[src/rtl/sweep_pkg.sv]
package sweep_pkg;

  typedef enum logic {
    PH_IDLE  = 1'b0,
    PH_SWEEP = 1'b1
  } sweep_phase_e;

  // Width of the ones counter: fraction bits plus one so that 1.0 fits.
  function automatic int tally_width(input int l_bits, input int m_bits);
    return l_bits + m_bits + 1;
  endfunction

endpackage

[src/rtl/sweep_sequencer.sv]
module sweep_sequencer
  import sweep_pkg::*;
#(
  parameter int M_BITS = 4,
  parameter int L_BITS = 2
) (
  input  logic              clk,
  input  logic              rst,
  input  logic              start,
  output logic              run,
  output logic              last,
  output logic [M_BITS-1:0] point
);

  localparam logic [M_BITS-1:0] POINT_MAX = {M_BITS{1'b1}};

  sweep_phase_e phase_q;
  logic [M_BITS-1:0] point_q;
  logic hold_end;

  // Hold counter: only present when each point is held for more than one clock.
  generate
    if (L_BITS == 0) begin : g_no_hold
      assign hold_end = 1'b1;
    end else begin : g_hold
      logic [L_BITS-1:0] hold_q;
      always_ff @(posedge clk) begin
        if (rst || start) begin
          hold_q <= '0;
        end else if (phase_q == PH_SWEEP) begin
          hold_q <= hold_q + 1'b1;
        end
      end
      assign hold_end = (hold_q == {L_BITS{1'b1}});
    end
  endgenerate

  always_ff @(posedge clk) begin
    if (rst) begin
      phase_q <= PH_IDLE;
      point_q <= '0;
    end else if (start) begin
      phase_q <= PH_SWEEP;
      point_q <= '0;
    end else if (phase_q == PH_SWEEP && hold_end) begin
      point_q <= point_q + 1'b1;
      if (point_q == POINT_MAX) begin
        phase_q <= PH_IDLE;
      end
    end
  end

  assign run   = (phase_q == PH_SWEEP);
  assign last  = run && hold_end && (point_q == POINT_MAX);
  assign point = point_q;

endmodule

[src/rtl/sweep_probe.sv]
module sweep_probe #(
  parameter int DEG    = 3,
  parameter int M_BITS = 4
) (
  input  logic                  clk,
  input  logic                  rst,
  input  logic                  clr,
  input  logic                  run,
  input  logic                  last_in,
  input  logic [M_BITS-1:0]     point,
  input  logic [DEG*M_BITS-1:0] words,
  output logic [DEG-1:0]        probe,
  output logic                  tag_vld,
  output logic                  tag_last
);

  logic [DEG-1:0] cmp_bits;

  // One magnitude comparator per random word.
  generate
    for (genvar i = 0; i < DEG; i++) begin : g_cmp
      assign cmp_bits[i] = (words[i*M_BITS +: M_BITS] < point);
    end
  endgenerate

  always_ff @(posedge clk) begin
    if (rst || clr) begin
      probe    <= '0;
      tag_vld  <= 1'b0;
      tag_last <= 1'b0;
    end else begin
      probe    <= run ? cmp_bits : '0;
      tag_vld  <= run;
      tag_last <= last_in;
    end
  end

endmodule

[src/rtl/return_align.sv]
module return_align #(
  parameter int LAT = 0
) (
  input  logic clk,
  input  logic rst,
  input  logic clr,
  input  logic vld_in,
  input  logic last_in,
  output logic vld_out,
  output logic last_out
);

  generate
    if (LAT == 0) begin : g_pass
      assign vld_out  = vld_in;
      assign last_out = last_in;
    end else begin : g_delay
      logic [LAT-1:0] vld_sr;
      logic [LAT-1:0] last_sr;
      always_ff @(posedge clk) begin
        if (rst || clr) begin
          vld_sr  <= '0;
          last_sr <= '0;
        end else begin
          vld_sr[0]  <= vld_in;
          last_sr[0] <= last_in;
          for (int s = 1; s < LAT; s++) begin
            vld_sr[s]  <= vld_sr[s-1];
            last_sr[s] <= last_sr[s-1];
          end
        end
      end
      assign vld_out  = vld_sr[LAT-1];
      assign last_out = last_sr[LAT-1];
    end
  endgenerate

endmodule

[src/rtl/ones_tally.sv]
module ones_tally #(
  parameter int CW = 7
) (
  input  logic          clk,
  input  logic          rst,
  input  logic          clr,
  input  logic          vld,
  input  logic          last,
  input  logic          bit_in,
  output logic [CW-1:0] count,
  output logic          done
);

  always_ff @(posedge clk) begin
    if (rst || clr) begin
      count <= '0;
      done  <= 1'b0;
    end else begin
      if (vld && bit_in) begin
        count <= count + 1'b1;
      end
      done <= vld && last;
    end
  end

endmodule

[src/rtl/sweep_integrator.sv]
module sweep_integrator
  import sweep_pkg::*;
#(
  parameter int M_BITS   = 4,
  parameter int L_BITS   = 2,
  parameter int DEG      = 3,
  parameter int EVAL_LAT = 0,
  localparam int RES_W   = tally_width(L_BITS, M_BITS),
  localparam int WORDS_W = DEG * M_BITS
) (
  input  logic               clk,
  input  logic               rst,
  input  logic               start,
  input  logic [WORDS_W-1:0] rnd_words,
  input  logic               eval_bit,
  output logic [DEG-1:0]     probe,
  output logic               done,
  output logic [RES_W-1:0]   result
);

  logic              seq_run;
  logic              seq_last;
  logic [M_BITS-1:0] seq_point;
  logic              tag_vld;
  logic              tag_last;
  logic              ret_vld;
  logic              ret_last;

  sweep_sequencer #(
    .M_BITS(M_BITS),
    .L_BITS(L_BITS)
  ) i_seq (
    .clk  (clk),
    .rst  (rst),
    .start(start),
    .run  (seq_run),
    .last (seq_last),
    .point(seq_point)
  );

  sweep_probe #(
    .DEG   (DEG),
    .M_BITS(M_BITS)
  ) i_probe (
    .clk     (clk),
    .rst     (rst),
    .clr     (start),
    .run     (seq_run),
    .last_in (seq_last),
    .point   (seq_point),
    .words   (rnd_words),
    .probe   (probe),
    .tag_vld (tag_vld),
    .tag_last(tag_last)
  );

  return_align #(
    .LAT(EVAL_LAT)
  ) i_align (
    .clk     (clk),
    .rst     (rst),
    .clr     (start),
    .vld_in  (tag_vld),
    .last_in (tag_last),
    .vld_out (ret_vld),
    .last_out(ret_last)
  );

  ones_tally #(
    .CW(RES_W)
  ) i_tally (
    .clk   (clk),
    .rst   (rst),
    .clr   (start),
    .vld   (ret_vld),
    .last  (ret_last),
    .bit_in(eval_bit),
    .count (result),
    .done  (done)
  );

endmodule

[config.mk]
export PLATFORM = sky130hd
export DESIGN_NAME = sweep_integrator
export DESIGN_NICKNAME = d
export VERILOG_FILES = /design/src/rtl/sweep_pkg.sv /design/src/rtl/sweep_sequencer.sv /design/src/rtl/sweep_probe.sv /design/src/rtl/return_align.sv /design/src/rtl/ones_tally.sv /design/src/rtl/sweep_integrator.sv
export SDC_FILE = /design/constraint.sdc
export NUM_CORES = 1
export LEC_CHECK = 0
export ABC_AREA = 1
export BUFFER_PORTS_ARGS = -buffer_cell sky130_fd_sc_hd__buf_4
export CORE_MARGIN = 3
export CORE_UTILIZATION = 40
export CTS_BUF_LIST = sky130_fd_sc_hd__clkbuf_2 sky130_fd_sc_hd__clkbuf_4 sky130_fd_sc_hd__clkbuf_8
export DETAILED_ROUTE_END_ITERATION = 8
export GPL_TIMING_DRIVEN = 1
export PLACE_DENSITY = 0.64
export SLEW_MARGIN = 20
export SYNTH_ARGS = -nofsm -noshare
export SYNTH_HDL_FRONTEND = slang
export SYNTH_SLANG_ARGS = --single-unit
[constraint.sdc]
create_clock -name clk -period 1.73 [get_ports clk]
set_clock_uncertainty 0.1 [all_clocks]
set_input_delay 0.173 -clock clk [delete_from_list [all_inputs] [get_ports clk]]
set_output_delay 0.173 -clock clk [all_outputs]
set_load 0.1 [all_outputs]
==> flow_metrics.env, run 1 <==
export IMPL_outcome="finished clean"
export IMPL_avgViaCountPerCell=4.476
export IMPL_drc=0
export IMPL_regToRegEndpoint="i_probe.probe[0]"
export IMPL_routed_wl_mm=2.106
export IMPL_rsz0062_at_grt="no"
export IMPL_synth_seq_cells=20
export IMPL_initial_core_util_pct=42.56
export IMPL_wl_per_cell_um=10.13
export IMPL_synthArstFlopShare_pct=0
export IMPL_io_pins=27
export IMPL_grt_pass1_wl_mm=3.588
export IMPL_nets=207
export IMPL_cts_htree_levels=1
export IMPL_finalMaxSlewViolations=0
export IMPL_swShare_pct=23.64
export IMPL_hpwl_mm=1.690
export IMPL_synth_cells=146
export IMPL_overflow=0
export IMPL_yosysUniqueCellTypes=20
export IMPL_first_pass_iters=4
export IMPL_synth_seq_area_share_pct=37.30
export IMPL_setup_tns_ns=0
export IMPL_cts_repair_resized=0
export IMPL_drt_iter0_drc=31
export IMPL_setup_violations=0
export IMPL_vias=931
export IMPL_power_frac_comb_pct=11.9
export IMPL_synth_ff_type="dfxtp_1"
export IMPL_netlist_area_mm2=0.001074
export IMPL_relSlewSlack_pct=76.02
export IMPL_cts_tree="built"
export IMPL_p_int_mw=0.6448
export IMPL_port_buffers=26
export IMPL_fmax_ghz=0.6782
export IMPL_synth_top_area_cell="dfxtp_1"
export IMPL_die_height_um=57.81
export IMPL_power_frac_seq_pct=56.1
export IMPL_ys_warn_count=0
export IMPL_power_density_mw_per_mm2=618.6
export IMPL_reg2reg_depth=7
export IMPL_total_power_mw=0.8445
export IMPL_die_area_mm2=0.003341
export IMPL_reg2reg_slack_ns=0.46
export IMPL_synth_most_common_cell="nand2_1"
export IMPL_arrival_ns=1.63
export IMPL_grt_use_total_pct=13.81
export IMPL_grt_max_degree=12
export IMPL_synth_top_cell_area_share_pct=37.30
export IMPL_antenna_cells=0
export IMPL_grt_pass1_vias=860
export IMPL_cts_buffer_depth=2
export IMPL_period_needed_ns=1.475
export IMPL_holdCritPathClass="primary input to flop"
export IMPL_path_class="primary input to flop"
export IMPL_pwr_share_clk_pct=32.1
export IMPL_startpoint="start"
export IMPL_p_leak_nw=0.6869
export IMPL_rr_startpoint="i_seq.point[3]"
export IMPL_endpoint_kind="flop"
export IMPL_synth_edf_count=0
export IMPL_synth_nets=174
export IMPL_path_clk_slew_ns=0.11
export IMPL_drtAntennaViolNets=0
export IMPL_synth_common_cells="34 x nand2_1, 29 x inv_1, 20 x dfxtp_1"
export IMPL_area_growth_pct=27.16
export IMPL_avgSynthCellArea_um2=7.353
export IMPL_synth_area_top_cells="dfxtp_1 37%, ha_1 14%, nand2_1 12%, inv_1 10%, nor2_1 5.2%"
export IMPL_ir_drop_uv=460.0
export IMPL_cts_made_buffers=3
export IMPL_cts_sinks=20
export IMPL_cp_start_kind="primary input"
export IMPL_antenna_found_initial=0
export IMPL_setup_worst_path_end="i_tally.count[2]"
export IMPL_fin_cells=208
export IMPL_place_congestion=0.7782
export IMPL_cap_violations=0
export IMPL_num_rows=18
export IMPL_post_route_period_util_pct=85.23
export IMPL_cp_max_fo=6
export IMPL_critical_path_required_ns=1.89
export IMPL_core_area_mm2=0.002522
export IMPL_place_inst=202
export IMPL_cts_root_buf="clkbuf_4"
export IMPL_worst_pin_slew_ns=0.3584
export IMPL_hold_viol=0
export IMPL_drive_above_1_share_pct=23.03
export IMPL_switchingPower_mw=0.1996
export IMPL_holdWs_ns=0.1401
export IMPL_die_w_um=57.81
export IMPL_insertion_delay_ns=0.30
layout make-up:
class / count / area (um^2)
inverter: 30 / 112.6
multi-input combinational: 95 / 553.0
timing repair buffer: 29 / 222.7
clock buffer: 4 / 36.28
fill: 245 / 1157
sequential: 20 / 402.9
tap: 30 / 37.54
flip-flops by register name, indices dropped and copies added (netlist names):
name	count
i_seq.run	1
i_tally.count	7
i_tally.done	1
i_probe.tag_vld	1
i_probe.tag_last	1
i_seq.point	4
i_probe.probe	3
i_seq.g_hold.hold_q	2
through the flow:
stage	setup WS (ns)	cell area (um^2)	utilization (%)
global route	0.1211	1365	54.12
CTS	0.2626	1365	54.12
detailed placement	0.4831	1309	51.88
floorplan	0.08020	1076	-
finish	0.2555	1365	54.12
global placement	0.5088	1309	51.88
worst max-delay path, stage by stage:
cell,delay [ns]
dlygate4sd3_1,0.54
buf_4,0.14
nor2_1,0.30
inv_1,0.20
a21oi_1,0.16
o21a_1,0.13
cell families (layout without fill, tap and decap cells):
logic type	count (synthesis)	in the layout	synth area share, %
AO/OA/AOI/OAI	16	16	8.043
buffers and inverters	31	63	11.19
XOR/XNOR	1	1	0.8160
AND/OR/NAND/NOR	66	66	28.67
flip-flops	20	20	37.30
adder cells (fa/ha/maj)	12	12	13.99
metal layers:
metal	vias up	global-route usage [%]	wire [um]
li1	516	-	-
met1	396	17.10	969
met2	14	23.23	1001
met3	5	4.009	100
met4	0	3.974	35
met5	-	0	0
power by group through the flow:
stage,logic (mW),registers (mW),clock network (mW)
after global routing,0.116,0.475,0.299
final,0.100,0.474,0.271
after floorplan,0.0456,0.495,0
after detailed placement,0.0975,0.484,0
after global placement,0.0943,0.484,0
after CTS,0.101,0.474,0.285
timing repair:
action	4_1_cts	5_1_grt
hold buffers	2	0
endpoints found under the hold margin	1	0
buffers inserted	0	0
setup endpoints to repair	0	0
how the worst min path moves through the flow:
stage / from / cells after the start / end
finish: rnd_words[7] / 5 / i_probe.probe[1]
global route: rnd_words[7] / 5 / i_probe.probe[1]
CTS: rnd_words[7] / 5 / i_probe.probe[1]
detailed placement: rst / 2 / i_seq.run
global placement: rst / 2 / i_seq.run
floorplan: rst / 1 / i_seq.run
cells in the final DEF (no fill, tap or decap), types with 3 or more instances in the layout:
cell type	netlist	layout
nand2_1	34	34
inv_1	29	29
nor2_4	3	3
a21oi_1	10	10
dfxtp_1	20	18
o21ai_0	4	4
nor2_1	15	15
ha_1	12	12
nand3_1	6	6
buf_4	1	27
clkbuf_4	0	3
(Power assumes the default switching activity.)
==> run 2, diff against run 1 <==
CORE_UTILIZATION = 55   (was 40)
PLACE_DENSITY = 0.83   (was 0.64)
SKIP_LAST_GASP = 1   (was default)
==> flow_metrics.env, run 2 (synthesized netlist as in run 1, its figures left out) <==
export IMPL_cts_buffer_depth=2
export IMPL_switchingPower_mw=0.1906
export IMPL_hpwl_mm=1.693
export IMPL_fmax_ghz=0.7385
export IMPL_pwr_share_clk_pct=31.0
export IMPL_endpoint_kind="flop"
export IMPL_setup_violations=0
export IMPL_core_area_mm2=0.001783
export IMPL_period_needed_ns=1.354
export IMPL_regToRegEndpoint="i_probe.probe[1]"
export IMPL_grt_max_degree=12
export IMPL_rr_startpoint="i_seq.point[3]"
export IMPL_cp_start_kind="primary input"
export IMPL_critical_path_required_ns=1.87
export IMPL_antenna_found_initial=0
export IMPL_routed_wl_mm=2.137
export IMPL_final_common_cell="nand2_1"
export IMPL_min_from="start"
export IMPL_antenna_cells=0
export IMPL_drive_above_1_share_pct=23.16
export IMPL_swShare_pct=22.85
export IMPL_power_density_mw_per_mm2=618.5
export IMPL_reg2reg_depth=5
export IMPL_setup_ws_ns=0.3759
export IMPL_cts_htree_levels=1
export IMPL_register_area_um2=402.9
export IMPL_finalMaxSlewViolations=0
export IMPL_place_congestion=0.7979
export IMPL_cp_max_fo=11
export IMPL_die_height_um=50.18
export IMPL_cts_made_buffers=3
export IMPL_first_pass_iters=4
export IMPL_cts_root_buf="clkbuf_4"
export IMPL_grt_pass1_vias=929
export IMPL_holdPathStages=3
export IMPL_wl_per_cell_um=10.58
export IMPL_layout_common_cells="34 x nand2_1, 29 x inv_1, 27 x buf_4, 18 x dfxtp_1, 15 x nor2_1"
export IMPL_power_frac_seq_pct=56.7
export IMPL_nets=206
export IMPL_largest_reg_flops=7
export IMPL_cap_violations=0
export IMPL_grt_use_total_pct=19.41
export IMPL_drtAntennaViolNets=0
export IMPL_post_route_period_util_pct=78.27
export IMPL_grt_pass1_wl_mm=3.739
export IMPL_overflow=0
export IMPL_multi_input_area_um2=553.0
export IMPL_outcome="finished clean"
export IMPL_fillerInstances=133
export IMPL_drt_iter0_drc=19
export IMPL_drc=0
export IMPL_p_leak_nw=0.6827
export IMPL_setup_tns_ns=0
export IMPL_arrival_ns=1.50
export IMPL_avgViaCountPerCell=4.792
export IMPL_ir_drop_uv=649.5
export IMPL_cts_sinks=20
export IMPL_hold_viol=0
export IMPL_die_area_mm2=0.002518
export IMPL_path_class="primary input to flop"
export IMPL_area_growth_pct=25.64
export IMPL_num_rows=15
export IMPL_rsz0062_at_grt="no"
export IMPL_relSlewSlack_pct=81.46
export IMPL_cts_tree="built"
export IMPL_min_to="i_seq.run"
export IMPL_port_buffers=26
export IMPL_place_ws_ns=0.4993
export IMPL_reg2reg_slack_ns=0.48
export IMPL_path_clk_slew_ns=0.10
export IMPL_top_register="i_tally.count"
export IMPL_vias=968
export IMPL_p_int_mw=0.6436
export IMPL_insertion_delay_ns=0.29
export IMPL_initial_core_util_pct=60.21
export IMPL_worst_pin_slew_ns=0.2804
export IMPL_power_frac_comb_pct=12.3
export IMPL_io_pins=27
export IMPL_die_w_um=50.18
export IMPL_utilization_pct=75.65
export IMPL_holdCritPathClass="primary input to flop"
## run 2: what timing repair did
action,in CTS,in global routing
hold endpoints to repair,1,0
resized for setup,0,0
setup buffers,0,0
hold buffers,1,0
## run 2: area by class of cell
class                           instances  share of cell area [%]
Clock buffer                            4                   2.690
Inverter                               30                   8.349
Multi-Input combinational cell         95                   41.00
Sequential cell                        20                   29.87
Tap cell                               25                   2.319
Timing Repair Buffer                   28                   15.77
## run 2: stage by stage
| step | hold slack [ns] | std cells | instance area [um^2] | power [mW] |
|---|---|---|---|---|
| after floorplan | 0.1421 | 146 | 1076 | 0.5406 |
| after CTS | 0.01840 | 202 | 1349 | 0.8433 |
| final | 0.02479 | 202 | 1349 | 0.8343 |
| after global routing | 0.01871 | 202 | 1349 | 0.8821 |
| after detailed placement | 0.2448 | 197 | 1303 | 0.5835 |
| after global placement | 0.2358 | 197 | 1303 | 0.5771 |
## run 2: worst max path at each step
stage | startpoint | to | slack [ns] | cells past startpoint
2_1_floorplan | i_tally.count[3] | i_tally.count[4] | 0.08 | 5
3_3_place_gp | i_seq.point[0] | i_seq.run | 0.52 | 4
3_5_place_dp | i_seq.point[3] | i_probe.probe[2] | 0.50 | 7
4_1_cts | rst | i_tally.count[2] | 0.40 | 7
5_1_grt | rst | i_tally.count[2] | 0.28 | 7
6_report | rst | i_tally.count[2] | 0.38 | 7
## run 2: power groups by stage
| stage | clock network [mW] | logic [mW] | registers, mW |
|---|---|---|---|
| floorplan | 0 | 0.0456 | 0.495 |
| global placement | 0 | 0.0943 | 0.483 |
| detailed placement | 0 | 0.100 | 0.483 |
| CTS | 0.268 | 0.103 | 0.473 |
| global route | 0.293 | 0.115 | 0.474 |
| finish | 0.259 | 0.103 | 0.473 |
## run 2: per-layer routing
metal / global-route usage [%] / vias up / share of wire [%] / wire length [um]
li1: - / 511 / - / -
met1: 22.76 / 422 / 42 / 906
met2: 31.96 / 29 / 50 / 1068
met3: 5.341 / 6 / 5.1 / 109
met4: 10.14 / 0 / 2.4 / 52
met5: 0 / - / 0 / 0
## run 2: critical path: stages
cell and delay, ns:
dlygate4sd3_1 0.54, buf_4 0.14, nor2_1 0.08, buf_4 0.18, inv_1 0.13, a21oi_1 0.13
o21a_1 0.12
==> run 3, diff against run 2 <==
ABC_AREA = 0   (was 1)
CORE_UTILIZATION = 47   (was 55)
PLACE_DENSITY = 0.77   (was 0.83)
clock period = 1.1 ns   (was 1.73 ns; I/O delays follow)
==> flow_metrics.env, run 3 <==
export IMPL_endpoint_kind="flop"
export IMPL_io_pins=27
export IMPL_min_to="i_probe.probe[0]"
export IMPL_final_common_cell="buf_4"
export IMPL_routed_wl_mm=4.586
export IMPL_min_from="rnd_words[3]"
export IMPL_cts_htree_levels=1
export IMPL_finalMaxSlewViolations=0
export IMPL_hpwl_mm=1.804
export IMPL_drtAntennaViolNets=0
export IMPL_first_pass_iters=4
export IMPL_path_class="flop to flop"
export IMPL_antenna_cells=0
export IMPL_largest_reg_flops=7
export IMPL_vias=1119
export IMPL_ys_warn_count=0
export IMPL_core_area_mm2=0.001821
export IMPL_cts_sinks=20
export IMPL_drive_above_1_share_pct=62.16
export IMPL_outcome="finished, violations left"
export IMPL_holdCritPathClass="primary input to flop"
export IMPL_synth_edf_count=0
export IMPL_relSlewSlack_pct=76.81
export IMPL_post_route_period_util_pct=129.6
export IMPL_setup_violations=21
export IMPL_path_clk_slew_ns=0.13
export IMPL_critical_path_required_ns=1.23
export IMPL_rr_startpoint="i_seq.point[1]"
export IMPL_regToRegEndpoint="i_seq.point[3]"
export IMPL_overflow=0
export IMPL_final_area_mm2=0.001724
export IMPL_layout_common_cells="25 x buf_4, 10 x dfxtp_2, 8 x nor2_1, 8 x buf_12, 8 x buf_6"
export IMPL_synth_ff_type="dfxtp_1"
export IMPL_p_leak_nw=0.6607
export IMPL_grt_pass1_wl_mm=4.933
export IMPL_synth_common_cells="20 x dfxtp_1, 12 x ha_1, 8 x a21oi_1, 8 x nor2_1, 7 x nand3_1"
export IMPL_arrival_ns=1.56
export IMPL_avgViaCountPerCell=6.468
export IMPL_place_congestion=0.7914
export IMPL_period_needed_ns=1.426
export IMPL_cap_violations=0
export IMPL_yosysUniqueCellTypes=23
export IMPL_drc=0
export IMPL_top_register="i_tally.count"
export IMPL_synth_top_cell_area_share_pct=41.88
export IMPL_cp_max_fo=3
export IMPL_hold_viol=0
export IMPL_violations="setup timing"
export IMPL_cp_start_kind="flop"
export IMPL_nets=177
export IMPL_synth_most_common_cell="dfxtp_1"
export IMPL_initial_core_util_pct=52.51
export IMPL_holdPathStages=3
export IMPL_die_area_mm2=0.002611
export IMPL_synth_seq_area_share_pct=41.88
export IMPL_reg2reg_depth=4
export IMPL_cts_root_buf="clkbuf_4"
export IMPL_reg2reg_slack_ns=-0.33
export IMPL_power_density_mw_per_mm2=909.6
export IMPL_synth_area_top_cells="dfxtp_1 42%, ha_1 16%, a21oi_1 4.2%, nand3_1 3.7%, or3_1 3.3%"
export IMPL_drt_iter0_drc=68
export IMPL_rsz0062_at_grt="yes"
export IMPL_holdWs_ns=0.01226
export IMPL_ir_drop_uv=984.4
export IMPL_setup_ws_ns=-0.3261
export IMPL_cts_tree="built"
export IMPL_postPlaceCellArea_mm2=0.001335
export IMPL_num_rows=15
export IMPL_synth_top_area_cell="dfxtp_1"
export IMPL_synthArstFlopShare_pct=0
export IMPL_grt_use_total_pct=25.48
export IMPL_grt_max_degree=13
export IMPL_cts_made_buffers=3
export IMPL_avgSynthCellArea_um2=9.281
export IMPL_fillerInstances=45
export IMPL_die_height_um=51.10
export IMPL_worst_pin_slew_ns=0.3441
export IMPL_fmax_ghz=0.7012
export IMPL_port_buffers=26
export IMPL_antenna_found_initial=0
export IMPL_cts_buffer_depth=2
export IMPL_area_growth_pct=80.37
export IMPL_synth_nets=131
export IMPL_synth_seq_cells=20
export IMPL_die_w_um=51.10
export IMPL_netlist_area_um2=955.9
export IMPL_insertion_delay_ns=0.31
export IMPL_grt_pass1_vias=1066
export IMPL_synth_cells=103
export IMPL_wl_per_cell_um=26.51
[run 3: changes by cell type after synthesis, moves of 3 or more]
cell | previous run | this run
nand2_1 | 34 | 6
inv_1 | 29 | 5
nor2_1 | 15 | 8
or3_1 | 0 | 5
a211o_1 | 0 | 3
a211oi_1 | 0 | 3
nand2b_1 | 0 | 3
nor2_4 | 3 | 0
xor2_1 | 0 | 3
[run 3: where the power goes]
group / switching, mW / internal (mW) / leakage, nW
Combinational: 0.110 / 0.0998 / 0.460
Clock: 0.265 / 0.368 / 0.0279
Sequential: 0.00850 / 0.717 / 0.172
Total: 0.383 / 1.19 / 0.661
[run 3: what timing repair did]
item | 4_1_cts | 5_1_grt
resized for setup | 38 | 26
pin swaps | 8 | 10
setup buffers | 1 | 2
endpoints found under the setup margin | 24 | 23
endpoints found under the hold margin | 2 | 0
hold buffers | 3 | 0
[run 3: per-layer routing]
metal	wire length (um)	track usage, %	share of wire, %	vias to the layer above
met1	1632	27.03	36	519
met4	246	11.66	5.4	0
met3	445	6.414	9.7	28
li1	-	-	-	458
met2	2261	46.57	49	114
met5	0	0	0	-
[run 3: cell type report]
class | instances | area, um^2 | share of cell area [%]
Sequential cell | 20 | 439.2 | 25.47
Multi-Input combinational cell | 75 | 714.4 | 41.44
Timing Repair Buffer | 44 | 467.9 | 27.14
Clock buffer | 3 | 22.52 | 1.306
Clock inverter | 1 | 30.03 | 1.742
Inverter | 5 | 18.77 | 1.089
Tap cell | 25 | 31.28 | 1.814
[run 3: stage by stage]
stage | TNS, ns | power [mW] | instances | setup slack [ns] | utilization (%)
final | -2.774 | 1.568 | 173 | -0.3261 | 94.71
after CTS | -1.538 | 1.511 | 172 | -0.2168 | 86.94
after floorplan | -1.496 | 0.8202 | 103 | -0.3148 | -
after global placement | -0.8473 | 0.8844 | 164 | -0.1399 | 73.33
after detailed placement | -1.155 | 0.8911 | 164 | -0.2306 | 73.33
after global routing | -3.487 | 1.612 | 173 | -0.4155 | 94.71
[run 3: how the worst max path moves through the flow]
| stage | to | start | cells after the start |
|---|---|---|---|
| 3_3_place_gp | i_probe.probe[2] | i_seq.point[1] | 4 |
| 2_1_floorplan | i_tally.count[6] | i_tally.count[1] | 4 |
| 3_5_place_dp | i_probe.probe[2] | i_seq.point[1] | 4 |
| 5_1_grt | i_seq.point[3] | i_seq.g_hold.hold_q[0] | 4 |
| 6_report | i_seq.point[3] | i_seq.point[1] | 4 |
| 4_1_cts | i_probe.probe[2] | i_seq.point[1] | 4 |
[run 3: kinds of logic after synthesis]
logic type                 after synthesis  share of synthesized area [%]
AOI/OAI and AO/OA                       22                          14.27
adders and majority gates               12                          15.71
DFF                                     20                          41.88
and+or+nand+nor                         35                          19.11
buffers and inverters                    8                          3.403
muxes                                    1                          1.047
xor gates and xnor gates                 5                          4.582
[run 3: worst max-delay path, stage by stage (launching register included)]
cell and delay (ns):
dfxtp_2 0.38, buf_4 0.15, nand4_1 0.14, or3_1 0.40, a21oi_1 0.19
